## src/rtl/ccmp_pkg.sv

```systemverilog
package ccmp_pkg;
  localparam int COL_H    = 16;  // input bits per column
  localparam int CODE_W   = 2;   // rank code width per slice
  localparam logic [CODE_W-1:0] CODE_FULL  = 2'b00;
  localparam logic [CODE_W-1:0] CODE_LOW   = 2'b01;
  localparam logic [CODE_W-1:0] CODE_MID   = 2'b10;
  localparam logic [CODE_W-1:0] CODE_FULL2 = 2'b11;

  function automatic logic is_full(input logic [CODE_W-1:0] code);
    return (code == CODE_FULL) || (code == CODE_FULL2);
  endfunction
endpackage

```

## src/rtl/ccmp_cfg_chain.sv

```systemverilog
module ccmp_cfg_chain #(
  parameter int W = 16
) (
  input  logic         clk,
  input  logic         rst,
  input  logic         shift_en,
  input  logic         din,
  output logic [W-1:0] word_q
);
  always_ff @(posedge clk) begin
    if (rst) begin
      word_q <= '0;
    end else if (shift_en) begin
      word_q <= {word_q[W-2:0], din};
    end
  end
endmodule

```

## src/rtl/ccmp_popcnt.sv

```systemverilog
module ccmp_popcnt #(
  parameter int N = 15,
  localparam int W = $clog2(N + 1)
) (
  input  logic [N-1:0] bits_i,
  output logic [W-1:0] cnt_o
);
  always_comb begin
    cnt_o = '0;
    for (int k = 0; k < N; k++) begin
      cnt_o = cnt_o + W'(bits_i[k]);
    end
  end
endmodule

```

## src/rtl/ccmp_slice.sv

```systemverilog
module ccmp_slice
  import ccmp_pkg::*;
(
  input  logic [COL_H-2:0]  col_i,    // bits 0..14 of this column
  input  logic [CODE_W-1:0] code_i,
  input  logic [2:0]        l15_i,    // [k] = 15:4 bit k+1 from slice i-k-1
  output logic [2:0]        l15_o,    // [k] = 15:4 bit k+1 towards slice i+k+1
  input  logic [1:0]        l43_i,    // [k] = 4:3 bit k+1 from slice i-k-1
  output logic [1:0]        l43_o,
  input  logic              c32_i,    // 3:2 carry from slice i-1
  output logic              c32_o,
  input  logic              rip_i,
  output logic              rip_o,
  output logic              sum_o
);
  logic       full, mid, low;
  logic [14:0] op15;
  logic [3:0] c15;
  logic [3:0] op43;
  logic [2:0] c43;
  logic [2:0] op32;
  logic [1:0] c32;

  assign full = is_full(code_i);
  assign mid  = (code_i == CODE_MID);
  assign low  = (code_i == CODE_LOW);

  // level 1: 15:4 counter, idle below full rank
  assign op15 = full ? col_i : '0;
  ccmp_popcnt #(.N(15)) u_c15 (.bits_i(op15), .cnt_o(c15));

  // level 2: 4:3 counter, fed by links or by own bits in middle rank
  always_comb begin
    op43 = '0;
    if (full)     op43 = {l15_i, c15[0]};
    else if (mid) op43 = col_i[3:0];
  end
  ccmp_popcnt #(.N(4)) u_c43 (.bits_i(op43), .cnt_o(c43));

  // level 3: 3:2 counter, own bits in lowest rank
  assign op32 = low ? col_i[2:0] : {l43_i, c43[0]};
  ccmp_popcnt #(.N(3)) u_c32 (.bits_i(op32), .cnt_o(c32));

  assign l15_o = c15[3:1];
  assign l43_o = c43[2:1];
  assign c32_o = c32[1];

  // level 4: one bit of the ripple adder
  assign {rip_o, sum_o} = 2'(c32[0]) + 2'(c32_i) + 2'(rip_i);
endmodule

```

## src/rtl/colslice_compressor.sv

```systemverilog
module colslice_compressor
  import ccmp_pkg::*;
#(
  parameter int NSLICE = 8,
  localparam int NB    = NSLICE * COL_H,
  localparam int CFG_W = NSLICE * CODE_W,
  localparam int OUT_W = NSLICE + 1
) (
  input  logic             clk,
  input  logic             rst,
  input  logic             cfg_load,
  input  logic             cfg_din,
  input  logic [NB-1:0]    col_bits,
  output logic [OUT_W-1:0] sum_q
);
  logic [CFG_W-1:0]  cfg_word;
  logic [2:0]        l15    [NSLICE];
  logic [2:0]        l15_in [NSLICE];
  logic [1:0]        l43    [NSLICE];
  logic [1:0]        l43_in [NSLICE];
  logic [NSLICE-1:0] c32, rip, sbit, top_bits;
  logic              ovf;
  logic              unused_top;

  ccmp_cfg_chain #(.W(CFG_W)) u_cfg (
    .clk(clk), .rst(rst), .shift_en(cfg_load), .din(cfg_din), .word_q(cfg_word)
  );

  for (genvar j = 0; j < NSLICE; j++) begin : g_slice
    assign top_bits[j] = col_bits[j*COL_H + COL_H - 1];

    for (genvar k = 0; k < 3; k++) begin : g_l15
      if (j - k - 1 >= 0) begin : g_on
        assign l15_in[j][k] = l15[j-k-1][k];
      end else begin : g_off
        assign l15_in[j][k] = 1'b0;
      end
    end
    for (genvar k = 0; k < 2; k++) begin : g_l43
      if (j - k - 1 >= 0) begin : g_on
        assign l43_in[j][k] = l43[j-k-1][k];
      end else begin : g_off
        assign l43_in[j][k] = 1'b0;
      end
    end

    logic c32_in, rip_in;
    if (j == 0) begin : g_first
      assign c32_in = 1'b0;
      assign rip_in = top_bits[0];  // column 0 bit 15 is the carry-in
    end else begin : g_rest
      assign c32_in = c32[j-1];
      assign rip_in = rip[j-1];
    end

    ccmp_slice u_slice (
      .col_i (col_bits[j*COL_H +: COL_H-1]),
      .code_i(cfg_word[j*CODE_W +: CODE_W]),
      .l15_i (l15_in[j]),
      .l15_o (l15[j]),
      .l43_i (l43_in[j]),
      .l43_o (l43[j]),
      .c32_i (c32_in),
      .c32_o (c32[j]),
      .rip_i (rip_in),
      .rip_o (rip[j]),
      .sum_o (sbit[j])
    );
  end

  assign unused_top = ^top_bits[NSLICE-1:1];

  // every link that lands on or past the top weight merges into one bit
  always_comb begin
    ovf = c32[NSLICE-1] | rip[NSLICE-1];
    for (int i = 0; i < NSLICE; i++) begin
      for (int k = 0; k < 3; k++) begin
        if (i + k + 1 >= NSLICE) ovf = ovf | l15[i][k];
      end
      for (int k = 0; k < 2; k++) begin
        if (i + k + 1 >= NSLICE) ovf = ovf | l43[i][k];
      end
    end
  end

  always_ff @(posedge clk) begin
    if (rst) sum_q <= '0;
    else     sum_q <= {ovf, sbit};
  end
endmodule

```

## config.mk

```make
export PLATFORM = sky130hd
export DESIGN_NAME = colslice_compressor
export DESIGN_NICKNAME = d
export VERILOG_FILES = /design/src/rtl/ccmp_pkg.sv /design/src/rtl/ccmp_cfg_chain.sv /design/src/rtl/ccmp_popcnt.sv /design/src/rtl/ccmp_slice.sv /design/src/rtl/colslice_compressor.sv
export SDC_FILE = /design/constraint.sdc
export NUM_CORES = 1
export LEC_CHECK = 0
export BUFFER_PORTS_ARGS = -buffer_cell sky130_fd_sc_hd__buf_2
export CORE_ASPECT_RATIO = 1.75
export CORE_MARGIN = 3
export CORE_UTILIZATION = 40
export DETAILED_ROUTE_END_ITERATION = 10
export PLACE_DENSITY = 0.71
export SLEW_MARGIN = 20
export SYNTH_ARGS = -nofsm -noshare
export SYNTH_HDL_FRONTEND = slang
export SYNTH_SLANG_ARGS = --single-unit
```

## constraint.sdc

```tcl
create_clock -name clk -period 16.1 [get_ports clk]
set_input_delay 2.415 -clock clk [delete_from_list [all_inputs] [get_ports clk]]
set_output_delay 2.415 -clock clk [all_outputs]
set_load 0.01 [all_outputs]
```

==> impl_metrics.env <==
export IMPL_syn_area_mm2=0.005390
export IMPL_relSlewSlack_pct=65.40
export IMPL_min_to="u_cfg.word_q[15]"
export IMPL_tritoncts="built"
export IMPL_cts_repair_resized=0
export IMPL_synthCells=576
export IMPL_hold_buffers=0
export IMPL_syn_to_final_growth_pct=16.13
export IMPL_use_met2_pct=31.77
export IMPL_rows=55
export IMPL_ir_worst_vdd_v=0.0001973
export IMPL_cp_max_fo=3
export IMPL_nets=981
export IMPL_cts_htree_levels=1
export IMPL_slowest_stage="fa_1"
export IMPL_pin_count=141
export IMPL_crit_path_frequent_cell="fa_1"
export IMPL_antenna_found_initial=0
export IMPL_slew_viol_final=0
export IMPL_postCtsSetupBuffers=0
export IMPL_grt_pass1_wl_um=19220
export IMPL_timing_fmax_mhz=92.10
export IMPL_n_fill_cell=1307
export IMPL_syn_nets=860
export IMPL_path_clk_slew_ps=70
export IMPL_worstHoldPathCells=2
export IMPL_start_kind="input pin"
export IMPL_path_class="in2reg"
export IMPL_hp_start="u_cfg.word_q[15]"
export IMPL_period_share_pct=67.44
export IMPL_fin_hold_ws_ps=539.4
export IMPL_routedWlPerCell_um=12.68
export IMPL_r2r_slack_ps=6450
export IMPL_io_buffers=133
export IMPL_synth_seq_area_share_pct=9.285
export IMPL_cp_arrival_ps=10970
export IMPL_dpl_worst_slack_ps=4905
export IMPL_dieHeight_um=159.6
export IMPL_hold_viol_final=0
export IMPL_cts_made_buffers=3
export IMPL_fin_crit_ps=10860
export IMPL_status="finished clean"
export IMPL_maxCapViolCount=0
export IMPL_setup_viol=0
export IMPL_start_util_pct=41.22
export IMPL_worstHoldPathType="reg2reg"
export IMPL_worstMarginPinSlew_ps=519.0
export IMPL_slowest_delay_ps=550
export IMPL_worst_path_buf_inv=4
export IMPL_grt_pass1_vias=4418
export IMPL_r2r_end="sum_q[8]"
export IMPL_met1_usage_pct=17.06
export IMPL_die_x_um=93.75
export IMPL_grt_usage_pct=15.51
export IMPL_crit_cells=27
export IMPL_fin_util_pct=47.88
export IMPL_crit_family="adder cells"
export IMPL_fin_skew_ps=7.594
export IMPL_drive_gt1_share_pct=20.98
export IMPL_drt_iter0_markers=85
export IMPL_yosysWarnings=0
export IMPL_final_antenna_net_count=0
export IMPL_wl_um=10990
export IMPL_drc=0
export IMPL_synth_avg_cell_area_um2=9.358
export IMPL_cp_end_kind="flip-flop"
export IMPL_dieArea_mm2=0.01496
export IMPL_mostFrequentLayoutCells="133 x buf_2, 107 x inv_1, 103 x fa_1"
export IMPL_overflow=0
export IMPL_required_ps=16210
export IMPL_fin_tns_setup_ps=0
export IMPL_grt_max_degree=26
export IMPL_cts_root_buf="clkbuf_16"
export IMPL_vias=4025
export IMPL_r2r_cells=28
export IMPL_use_met3_pct=1.087
export IMPL_firstDrtPassIters=4
export IMPL_place_hpwl_um=10040
export IMPL_grt_busiest_layer="met2"
export IMPL_core_area_mm2=0.01308
export IMPL_multi_input_area_mm2=0.004390
export IMPL_regArea_um2=500.5
export IMPL_p_leak_nw=3.233
export IMPL_synthDistinctLibCells=30
export IMPL_routabilityCongestion=0.8026
export IMPL_clkSinkCount=25
export IMPL_grt_setup_unrepaired="no"
export IMPL_worst_slack_ps=5242
export IMPL_layout_cells_most_common="buf_2"
export IMPL_synth_seq_cells=25
export IMPL_via_per_inst=4.642
export IMPL_p_per_area_mw_per_mm2=233.6
export IMPL_clock_latency_ps=260
export IMPL_cts_path_max_buffers=2
export IMPL_r2r_start="u_cfg.word_q[0]"
export IMPL_diodes=0
==> metrics by stage <==
step | power, mW | instances | cell area, µm²
floorplan | 1.101 | 576 | 5390
global placement | 1.403 | 863 | 6176
detailed placement | 1.455 | 863 | 6176
CTS | 1.524 | 867 | 6260
global route | 1.737 | 867 | 6260
finish | 1.462 | 867 | 6260
==> kinds of logic after synthesis <==
kind of cell / share of synthesized area, %
simple gates: 18.52
fa+ha+maj: 49.63
buf+inv: 9.262
mux: 7.985
compound gates: 4.178
flops: 9.285
xor+xnor: 1.137
==> sequential cells by signal, indices dropped and copies added (netlist names) <==
name / cells
sum_q: 9
u_cfg.word_q: 16
==> cell usage after synthesis, drive strengths merged <==
library cell	number	area, µm²
and3	3	18.77
a22o	3	26.28
ha	49	613.1
and3b	2	17.52
a31oi	4	25.02
clkbuf	6	23.77
and2	89	556.8
a22oi	4	30.03
o31ai	1	7.510
xor2	7	61.31
inv	108	405.4
a21oi	7	35.03
nand2	55	206.5
nand3b	1	7.510
o21ai	8	40.04
mux2	8	90.09
dfxtp	25	500.5
nor4	2	12.51
nor2	23	86.33
mux2i	34	340.3
a21o	7	52.55
nor3	1	5.000
buf	11	70.06
nor2b	14	87.58
a41oi	1	8.760
fa	103	2062
==> where the power goes <==
part / switching [mW] / total [mW] / internal [mW]
logic: 0.689 / 1.32 / 0.628
clock network: 0.0239 / 0.0583 / 0.0343
registers: 0.00189 / 0.0858 / 0.0840
total: 0.715 / 1.46 / 0.747
==> worst max-delay path by stage <==
stage | start | endpoint
global placement | col_bits[0] | sum_q[8]
floorplan | col_bits[0] | sum_q[8]
global route | col_bits[0] | sum_q[8]
CTS | col_bits[0] | sum_q[8]
finish | col_bits[0] | sum_q[8]
detailed placement | col_bits[0] | sum_q[8]
==> worst min-delay path, stage by stage, from the launching register on <==
cell and delay [ps]:
dfxtp_1 360, mux2i_1 80, nor2_1 70
==> area by class of cell <==
class / count / area share (%)
multi-input cells: 426 / 70.14
repair buffers: 133 / 10.63
flip-flops and latches: 25 / 7.995
inverters: 108 / 6.476
well taps: 171 / 3.418
clock buffers: 3 / 1.199
clock inverters: 1 / 0.1399
==> layer usage <==
layer / part of all wire, % / vias up / wire [µm]
met3: 4.1 / 11 / 450
met2: 60 / 90 / 6611
li1: - / 1991 / -
met5: 0 / - / 0
met1: 35 / 1933 / 3799
met4: 1.2 / 0 / 131
No activity file was read; power rests on OpenSTA's default activity.
